[src/rtl/pwm_duo_pkg.sv]
// Shared constants, control-field type and divisor decode for the PWM block.
// Assumes the control word is 32 bits and at most two channels exist.
package pwm_duo_pkg;
    localparam int GRP_STRIDE = 15;   // bit distance between channel groups
    localparam int GRP_W      = 10;   // stored bits per channel group
    localparam int BUSY_BASE  = 28;   // busy flag of channel 0
    localparam int PRD_W      = 16;   // period and duty field width
    localparam int PRE_W      = 17;   // prescaler counter width (covers 72000)

    // One channel's control group, bit 0 is the prescaler code LSB.
    typedef struct packed {
        logic       bypass;
        logic       pulse;
        logic       mode;
        logic       gate;
        logic       act_hi;
        logic       enable;
        logic [3:0] psel;
    } ch_ctrl_t;

    // Divisor for a prescaler code; zero marks a reserved code.
    function automatic logic [PRE_W-1:0] presc_div(input logic [3:0] code);
        case (code)
            4'd0:    return PRE_W'(120);
            4'd1:    return PRE_W'(180);
            4'd2:    return PRE_W'(240);
            4'd3:    return PRE_W'(360);
            4'd4:    return PRE_W'(480);
            4'd8:    return PRE_W'(12000);
            4'd9:    return PRE_W'(24000);
            4'd10:   return PRE_W'(36000);
            4'd11:   return PRE_W'(48000);
            4'd12:   return PRE_W'(72000);
            4'd15:   return PRE_W'(1);
            default: return '0;
        endcase
    endfunction
endpackage

[src/rtl/pwm_prescaler.sv]
// Clock divider for one channel: emits a one-cycle tick every N input
// cycles, N taken from the code table. Assumes run is already the AND of
// enable and gate; a reserved code or a stopped channel yields no ticks.
module pwm_prescaler
    import pwm_duo_pkg::*;
#(
    parameter int CNT_W = PRE_W
) (
    input  logic       clk,
    input  logic       rst_n,
    input  logic       run,
    input  logic [3:0] code,
    output logic       tick
);
    logic [PRE_W-1:0] div;
    logic [CNT_W-1:0] cnt_q;
    logic             resv;
    logic             at_top;

    assign div    = presc_div(code);
    assign resv   = (div == '0);
    assign at_top = (cnt_q == CNT_W'(div - PRE_W'(1)));
    assign tick   = run && !resv && at_top;

    // Divider count: cleared when stopped or reserved, wraps at divisor-1.
    always_ff @(posedge clk) begin
        if (!rst_n) begin
            cnt_q <= '0;
        end else if (!run || resv || at_top) begin
            cnt_q <= '0;
        end else begin
            cnt_q <= cnt_q + CNT_W'(1);
        end
    end
endmodule

[src/rtl/pwm_channel.sv]
// One modulator channel: shadow period/duty word with busy flag, live
// period/duty, tick-driven period counter and duty compare. Assumes wr_pd
// is a one-cycle strobe and tick comes from this channel's prescaler.
module pwm_channel
    import pwm_duo_pkg::*;
#(
    parameter int CW = PRD_W
) (
    input  logic          clk,
    input  logic          rst_n,
    input  logic          run,
    input  logic          act_hi,
    input  logic          tick,
    input  logic          wr_pd,
    input  logic [31:0]   wdata,
    output logic [31:0]   shadow_o,
    output logic          busy_o,
    output logic [CW-1:0] phase_o,
    output logic          pwm_o
);
    logic [31:0]   shadow_q;
    logic          busy_q;
    logic [CW-1:0] live_prd_q;
    logic [CW-1:0] live_dty_q;
    logic [CW-1:0] pcnt_q;
    logic          prd_end;
    logic          load;
    logic          accept;

    assign prd_end = tick && (pcnt_q == live_prd_q);
    assign load    = busy_q && (!run || prd_end);
    assign accept  = wr_pd && !busy_q;

    // Shadow word: takes a write only when no update is pending.
    always_ff @(posedge clk) begin
        if (!rst_n) begin
            shadow_q <= '0;
        end else if (accept) begin
            shadow_q <= wdata;
        end
    end

    // Busy flag: set by an accepted write, cleared when the shadow goes live.
    always_ff @(posedge clk) begin
        if (!rst_n) begin
            busy_q <= 1'b0;
        end else if (load) begin
            busy_q <= 1'b0;
        end else if (accept) begin
            busy_q <= 1'b1;
        end
    end

    // Live period/duty: copied from the shadow at a boundary or when stopped.
    always_ff @(posedge clk) begin
        if (!rst_n) begin
            live_prd_q <= '0;
            live_dty_q <= '0;
        end else if (load) begin
            live_prd_q <= shadow_q[16 +: CW];
            live_dty_q <= shadow_q[0 +: CW];
        end
    end

    // Period counter: held at zero when stopped, wraps after the period field.
    always_ff @(posedge clk) begin
        if (!rst_n) begin
            pcnt_q <= '0;
        end else if (!run || prd_end) begin
            pcnt_q <= '0;
        end else if (tick) begin
            pcnt_q <= pcnt_q + CW'(1);
        end
    end

    assign pwm_o    = (run && (pcnt_q < live_dty_q)) ? act_hi : !act_hi;
    assign shadow_o = shadow_q;
    assign busy_o   = busy_q;
    assign phase_o  = pcnt_q;
endmodule

[src/rtl/pwm_duo.sv]
// Register front end and channel array of the PWM block. Decodes the
// control word (groups at a 15-bit stride, busy flags from bit 28) and the
// per-channel period/duty words at 0x4+4n. Assumes NUM_CH is 1 or 2 and a
// synchronous bus with single-cycle writes; reads are combinational.
module pwm_duo
    import pwm_duo_pkg::*;
#(
    parameter int NUM_CH = 2,
    parameter int ADDR_W = 4
) (
    input  logic              clk,
    input  logic              rst_n,
    input  logic              wr_en,
    input  logic [ADDR_W-1:0] addr,
    input  logic [31:0]       wdata,
    output logic [31:0]       rdata,
    output logic [NUM_CH-1:0] pwm_out
);
    localparam int WORD_W = ADDR_W - 2;

    logic [WORD_W-1:0]       word;
    logic                    unused_lsb;
    logic                    wr_ctrl;
    logic [NUM_CH*GRP_W-1:0] ch_fields;
    logic [NUM_CH*32-1:0]    ch_shadow;
    logic [NUM_CH*PRD_W-1:0] ch_phase;
    logic [NUM_CH-1:0]       ch_run;
    logic [NUM_CH-1:0]       ch_act;
    logic [NUM_CH-1:0]       ch_tick;
    logic [NUM_CH-1:0]       ch_busy;
    logic [NUM_CH-1:0]       ch_resv;
    logic [31:0]             rd_ctrl;

    assign word       = addr[ADDR_W-1:2];
    assign unused_lsb = ^addr[1:0];
    assign wr_ctrl    = wr_en && (word == '0);

    for (genvar n = 0; n < NUM_CH; n++) begin : g_ch
        ch_ctrl_t grp_q;
        logic     wr_pd;

        assign wr_pd = wr_en && (word == WORD_W'(n + 1));

        // Control group of this channel: loaded from its slice of the word.
        always_ff @(posedge clk) begin
            if (!rst_n) begin
                grp_q <= '0;
            end else if (wr_ctrl) begin
                grp_q <= ch_ctrl_t'(wdata[n*GRP_STRIDE +: GRP_W]);
            end
        end

        assign ch_fields[n*GRP_W +: GRP_W] = grp_q;
        assign ch_run[n]  = grp_q.enable && grp_q.gate;
        assign ch_act[n]  = grp_q.act_hi;
        assign ch_resv[n] = (presc_div(grp_q.psel) == '0);

        pwm_prescaler #(.CNT_W(PRE_W)) u_pre (
            .clk  (clk),
            .rst_n(rst_n),
            .run  (ch_run[n]),
            .code (grp_q.psel),
            .tick (ch_tick[n])
        );

        pwm_channel #(.CW(PRD_W)) u_chan (
            .clk     (clk),
            .rst_n   (rst_n),
            .run     (ch_run[n]),
            .act_hi  (grp_q.act_hi),
            .tick    (ch_tick[n]),
            .wr_pd   (wr_pd),
            .wdata   (wdata),
            .shadow_o(ch_shadow[n*32 +: 32]),
            .busy_o  (ch_busy[n]),
            .phase_o (ch_phase[n*PRD_W +: PRD_W]),
            .pwm_o   (pwm_out[n])
        );
    end

    // Control word image: field groups plus read-only busy flags.
    always_comb begin
        rd_ctrl = '0;
        for (int n = 0; n < NUM_CH; n++) begin
            rd_ctrl[n*GRP_STRIDE +: GRP_W] = ch_fields[n*GRP_W +: GRP_W];
            rd_ctrl[BUSY_BASE + n]         = ch_busy[n];
        end
    end

    // Read mux: control word, shadow words of present channels, else zero.
    always_comb begin
        rdata = '0;
        if (word == '0) begin
            rdata = rd_ctrl;
        end else begin
            for (int n = 0; n < NUM_CH; n++) begin
                if (word == WORD_W'(n + 1)) begin
                    rdata = ch_shadow[n*32 +: 32];
                end
            end
        end
    end
endmodule

[config.mk]
export PLATFORM = sky130hd
export DESIGN_NAME = pwm_duo
export DESIGN_NICKNAME = d
export VERILOG_FILES = /design/src/rtl/pwm_duo_pkg.sv /design/src/rtl/pwm_prescaler.sv /design/src/rtl/pwm_channel.sv /design/src/rtl/pwm_duo.sv
export SDC_FILE = /design/constraint.sdc
export NUM_CORES = 1
export LEC_CHECK = 0
export ABC_AREA = 1
export CAP_MARGIN = 0
export CORE_ASPECT_RATIO = 2
export CORE_MARGIN = 4
export CORE_UTILIZATION = 65
export DETAILED_ROUTE_END_ITERATION = 8
export GPL_TIMING_DRIVEN = 0
export HOLD_SLACK_MARGIN = 0.08
export PLACE_DENSITY = 0.84
export REMOVE_ABC_BUFFERS = 1
export SYNTH_ARGS = -nofsm -noshare
export SYNTH_HDL_FRONTEND = slang
export SYNTH_HIERARCHICAL = 1
export SYNTH_SLANG_ARGS = --single-unit
[constraint.sdc]
create_clock -name clk -period 6.35 [get_ports clk]
set_input_delay 0.9525 -clock clk [delete_from_list [all_inputs] [get_ports clk]]
set_output_delay 0.9525 -clock clk [all_outputs]
set_load 0.005 [all_outputs]
# Yosys cells after proc, flatten, opt, wreduce, memory -nomap -nowiden
# Memory sizes are Yosys's and may differ from the RTL's. A register that Yosys moved wholly into a read port is not among the register bits.
# Cells that the tools add are included.
# word_totals
elab_cells	92
romBits	512
mem_count	2
regBits	216
output_inout_bits	34
# classes
reduce_logical	40
add_sub_neg	6
n_lt_le_gt_ge	2
n_eq_ne	6
bitwise	1
muxes	9
# memory_table
name	words	word_bits	rd	rd_ports_with_merged_regs	write_ports	line	source
(no name shown)	16	16	1	1	0	pwm_duo_pkg.sv:23	case (code)
(no name shown)	16	16	1	1	0	pwm_duo_pkg.sv:23	
# ops
operator	count
$mux W32	3
$add A17 B1 Y17 const B	2
$eq A17 B17 Y1	2
$logic_not A17 Y1	2
$sub A17 B1 Y17 const B	2
$add A16 B1 Y16 const B	2
$eq A16 B16 Y1	2
$lt A16 B16 Y1	2
$logic_and A1 B1 Y1	17
$mux W4	4
$reduce_or A2 Y1	6
$logic_not A1 Y1	8
$logic_or A1 B1 Y1	6
$eq A2 B1 Y1 const B	1
$eq A2 B2 Y1 const B	1
$logic_not A2 Y1	1
$mux W1	2
$not A1 Y1	1

# Logic depth before layout (Yosys ltp)
# depth
ltp_word	8
depth_mapped	26
mapped_depth_nobuf	24

# Hierarchy
# Netlist, hierarchy kept.
# modules_own_cells
mod	cells_each	instances	area_per_inst_um2
pwm_channel	539	2	3887.5
pwm_prescaler	226	2	1531.5
pwm_duo	269	1	1473.9

# Worst setup path before layout
# No wires, ideal clock.
# synth_timing
kind	flip-flop to flip-flop
from	reg ch_fields[1] (netlist name)
to	reg g_ch[0].u_chan.live_dty_q[10]
period_less_slack_ns	3.147
t_arrival_ns	3.032
required_ns	6.235
stages_incl_launch_ff	27
slack_ns	3.203
setup_time_ns	0.115
cell_sequence	dfxtp_1 -> inv_1 -> ha_1 -> nor2_4 -> nand2_2 -> nand2_2 -> inv_2 -> nor2_4 -> nand2_4 -> nand2_4 -> inv_2 -> nand2_1 -> nand2_1 -> nor2_2 -> nand3_2 -> nor3_1 -> inv_2 -> a21oi_1 -> nand3_1 -> nor2_1 -> nand2_1 -> nand2_2 -> buf_6 -> buf_6 -> nand3_1 -> nand2_1 -> nor2_1
# synth_rtl
element	line	source
to (signal assigned)	pwm_channel.sv:61	live_dty_q <= shadow_q[0 +: CW];
to (decl)	pwm_channel.sv:24	logic [CW-1:0] live_dty_q;

==> impl_summary.txt <==
----------------------------------------------------
[Place]
  Port Buf Inserts ... 70
  Detailed placement HPWL ... 21000 um
  Global placement routability congestion ... just over 0.9

[Cells and area]
  Number of nets in the layout ... between 1500 and 2000
  Util after Layout ... 0.727
  Final-layout fill cell count ... 1514
  Sequential cell area ... around 4300 sq um
  Area growth, synth to finish ... 10.7%
  Fraction of final layout cells with drive strength greater than 1 ... 0.0898
  Number of antenna diodes ... 0
  Area used by multi-input combinational logic ... ~6500 sq um

[Yosys]
  Synth Instances ... approximately 1800
  Dominant cell by count in the synthesized netlist ... sky130_fd_sc_hd__nand2_1
  Share of synthesized area occupied by flip-flops and latches ... 0.351
  Post-Syn Area per Cell ... 6.84 sq um
  Leading cell types by count after synthesis ... 391 x sky130_fd_sc_hd__nand2_1, 218 x sky130_fd_sc_hd__inv_1, 216 x sky130_fd_sc_hd__dfxtp_1
  Synth Warn # ... 6
  Flip-flop cell with the highest count after synthesis ... sky130_fd_sc_hd__dfxtp_1
  Top cell type's share of synthesized area ... 0.351
  Post-synthesis cell type with the largest combined area ... sky130_fd_sc_hd__dfxtp_1
  Combined area of all synthesized cells ... ~12000 sq um
  Number of enable-type register cells in the synthesized netlist ... 0
  Number of distinct library cells after synthesis ... 40
  Cell types occupying the most area after synthesis ... sky130_fd_sc_hd__dfxtp_1 35%, sky130_fd_sc_hd__nand2_1 12%, sky130_fd_sc_hd__nand3_1 6.7%
  Number of synthesized register bits ... 216
  Share of synthesized registers carrying an async set or reset ... 0

[Floorplan]
  Boundary pin count ... 73
  Area enclosed by the die boundary ... 21300 sq um
  Die W ... 105 um
  Site row count ... 71
  Floorplan core area ... 18700 sq um
  Height of the die ... 203 um
  Initial cell density of the core ... 0.657

[Clock network]
  Quantity of hold-fixing buffers added after cts ... 0
  Clock tree from TritonCTS ... yes
  Num CTS Buffers ... 20
  Resized cells post-CTS ... 0
  Clock buffer depth ... 3
  Total setup buffers inserted after CTS ... 0
  Clock latency reported for the late side of the worst-skew pair ... 0.50 ns
  # clock sinks ... 216
  Root Buffer ... sky130_fd_sc_hd__clkbuf_16
  Maximum level of the CTS H-tree ... 1
  Clock-pin slew reported for the worst setup and hold paths after clock tree synthesis ... 0.07 ns

[Worst setup path]
  CP startpoint kind ... register
  Crit-path max cell delay ... 0.91 ns
  Critical Path Sink Type ... register
  CP arrival ... 5.00 ns
  Count of buffer and inverter cells on the critical path ... 2
  Largest fanout on the critical path ... 65
  Critical-path cell with the highest stage delay ... sky130_fd_sc_hd__nand2_2
  Crit path cell chain ... inv_1, ha_1, nor2_4, nand2_2, nand2_2, nand3_1, nor2_2, nor2_1, nor2_1, nand2_1, nor2_1, nand3_1, nor3_1, inv_2, a21oi_1, nand3_1, nor2_1, nand2_1, nand2_2, nand3_1, nand2_1, nor2_1
  Worst endpoint required time ... 6.74 ns
  Cell occurring most often along the worst timing path ... sky130_fd_sc_hd__nor2_1
  Type of the worst setup path ... reg -> reg
  FF-to-FF setup slack ... 1.73 ns
  Top cell family by delay on the critical path ... simple AND/OR/NAND/NOR gates

[Detailed routing]
  Wire per inst ... 14.4 um
  First DRT Iteration DRCs ... 849
  Highest routing layer actually used ... met4
  Wire length on met1 ... 11200 um
  Via density per instance ... between 5 and 6
  Total iterations of the first detailed-routing run ... 6
  Remaining design rule violation count ... 0
  Count of antenna-violating nets left after detailed routing ... 0
  Metal2 WL ... 16100 um
  Routed length on met3 ... 1210 um
  Via total after detailed routing ... 11356
  DRT Wirelength ... 30000 um

[STA]
  Max-Slew Margin vs Limit ... 0.158
  Count of pins over their slew limit ... 0
  Setup Viol. Count Final ... 0
  Slew at the pin closest to its max-slew limit ... 1.26 ns
  Max Clock Freq ... ~220 MHz
  Worst hold margin ... approximately 0.47 ns
  Final worst path period need ... 4.62 ns
  Share of the clock period used by the worst path after layout ... 0.727
  Setup clock skew after layout ... 0.00605 ns
  Setup repair after global routing missed its margin ... no
  Fin. Hold Viols ... 0

[Power and ir drop]
  Worst-case vdd ir drop ... 0.219 mV
  Leakage Power ... 5.52 nW
  PD cells ... around 230 nW/um^2

[Global route]
  Number of global-route vias before repair ... 10664
  Pin count of the biggest net entering global routing ... 110
  First-pass GRT wire length ... 49600 um
  Number of antenna violations at the first check in global routing ... 0
  Final global-route overflow total ... 0
  Total global-route track usage ... 0.278

[Flow run]
  Max Cap Viol ... 0

[Hold path]
  Tightest Hold Check Type ... reg -> reg

[Status]
  Status ... finished clean

----------------------------------------------------
-- where the power goes --
group | switching, mW | total, mW | internal, mW
Clock | 0.531 | 1.34 | 0.813
Combinational | 0.230 | 0.382 | 0.152
Sequential | 0.0429 | 1.45 | 1.41
Total | 0.804 | 3.18 | 2.37
-- state kept, by name (all words and copies together), names as in the netlist --
name	flops
g_ch.u_chan/live_dty_q	32
ch_fields	18
g_ch.u_pre/cnt_q	34
g_ch.u_chan/phase_o	32
ch_act	2
g_ch.u_chan/shadow_o	64
g_ch.u_chan/live_prd_q	32
g_ch.u_chan/busy_o	2
-- final cells by class --
class / count / area share
multi-input combinational: 1257 / 0.480
inverter: 243 / 0.0675
tap: 255 / 0.0234
clock inverter: 10 / 0.0114
sequential: 216 / 0.317
clock buffer: 26 / 0.0429
timing repair buffer: 74 / 0.0573
-- stage by stage --
stage	setup slack, ns	power, mW	instances	cell area [sq um]	setup TNS, ns
floorplan	2.75	1.72	1716	11800	0
global placement	-0.669	1.86	2041	12800	-30.93
detailed placement	1.80	1.86	2044	12900	0
CTS	1.75	3.19	2080	13600	0
global route	1.31	3.30	2081	13600	0
finish	1.73	3.18	2081	13600	0
-- per-layer routing --
metal | vias up | track usage
li1 | 5784 | -
met1 | 5183 | 0.303
met2 | 286 | 0.523
met4 | 0 | 0.145
met3 | 103 | 0.0242
met5 | - | 0
-- cells in the final DEF (no fill, tap or decap), drive strengths merged --
cell	n
clkdlybuf4s50	68
a21oi	174
nor4	4
nor2	195
nand2	415
xor2	40
nand3b	4
nand3	176
a21o	2
dfxtp	216
nor3	61
clkbuf	26
nor3b	2
clkinvlp	2
o21ai	98
xnor2	16
nand4	22
and2	2
ha	40
clkinv	6
a211oi	2
o21a	2
inv	241
buf	6
a31oi	2
bufinv	4
-- final timing paths --
path	start	to	cells after the start
setup / recovery	ch_fields[0]	g_ch[0].u_chan/live_dty_q[15]	22
hold / removal	g_ch[0].u_chan/shadow_o[9]	g_ch[0].u_chan/shadow_o[9]	2
setup reg to reg	ch_fields[0]	g_ch[0].u_chan/live_dty_q[15]	22
hold reg to reg	g_ch[0].u_chan/shadow_o[9]	g_ch[0].u_chan/shadow_o[9]	2
-- worst min-delay path, cell delays in order (launching register included) --
cell and delay, ns:
sky130_fd_sc_hd__dfxtp_1 0.31, sky130_fd_sc_hd__inv_1 0.06, sky130_fd_sc_hd__a21oi_1 0.05
-- logic make-up (layout without fill, tap and decap cells) --
kind of cell	count (synthesis)	count (layout)	share of synthesized area
buffers and inverters	326	353	0.117
adders and majority gates	40	40	0.0407
and+or+nand+nor	881	881	0.330
DFF	216	216	0.351
AOI/OAI and AO/OA	280	280	0.121
xor gates and xnor gates	56	56	0.0398
(Power assumes the default switching activity.)
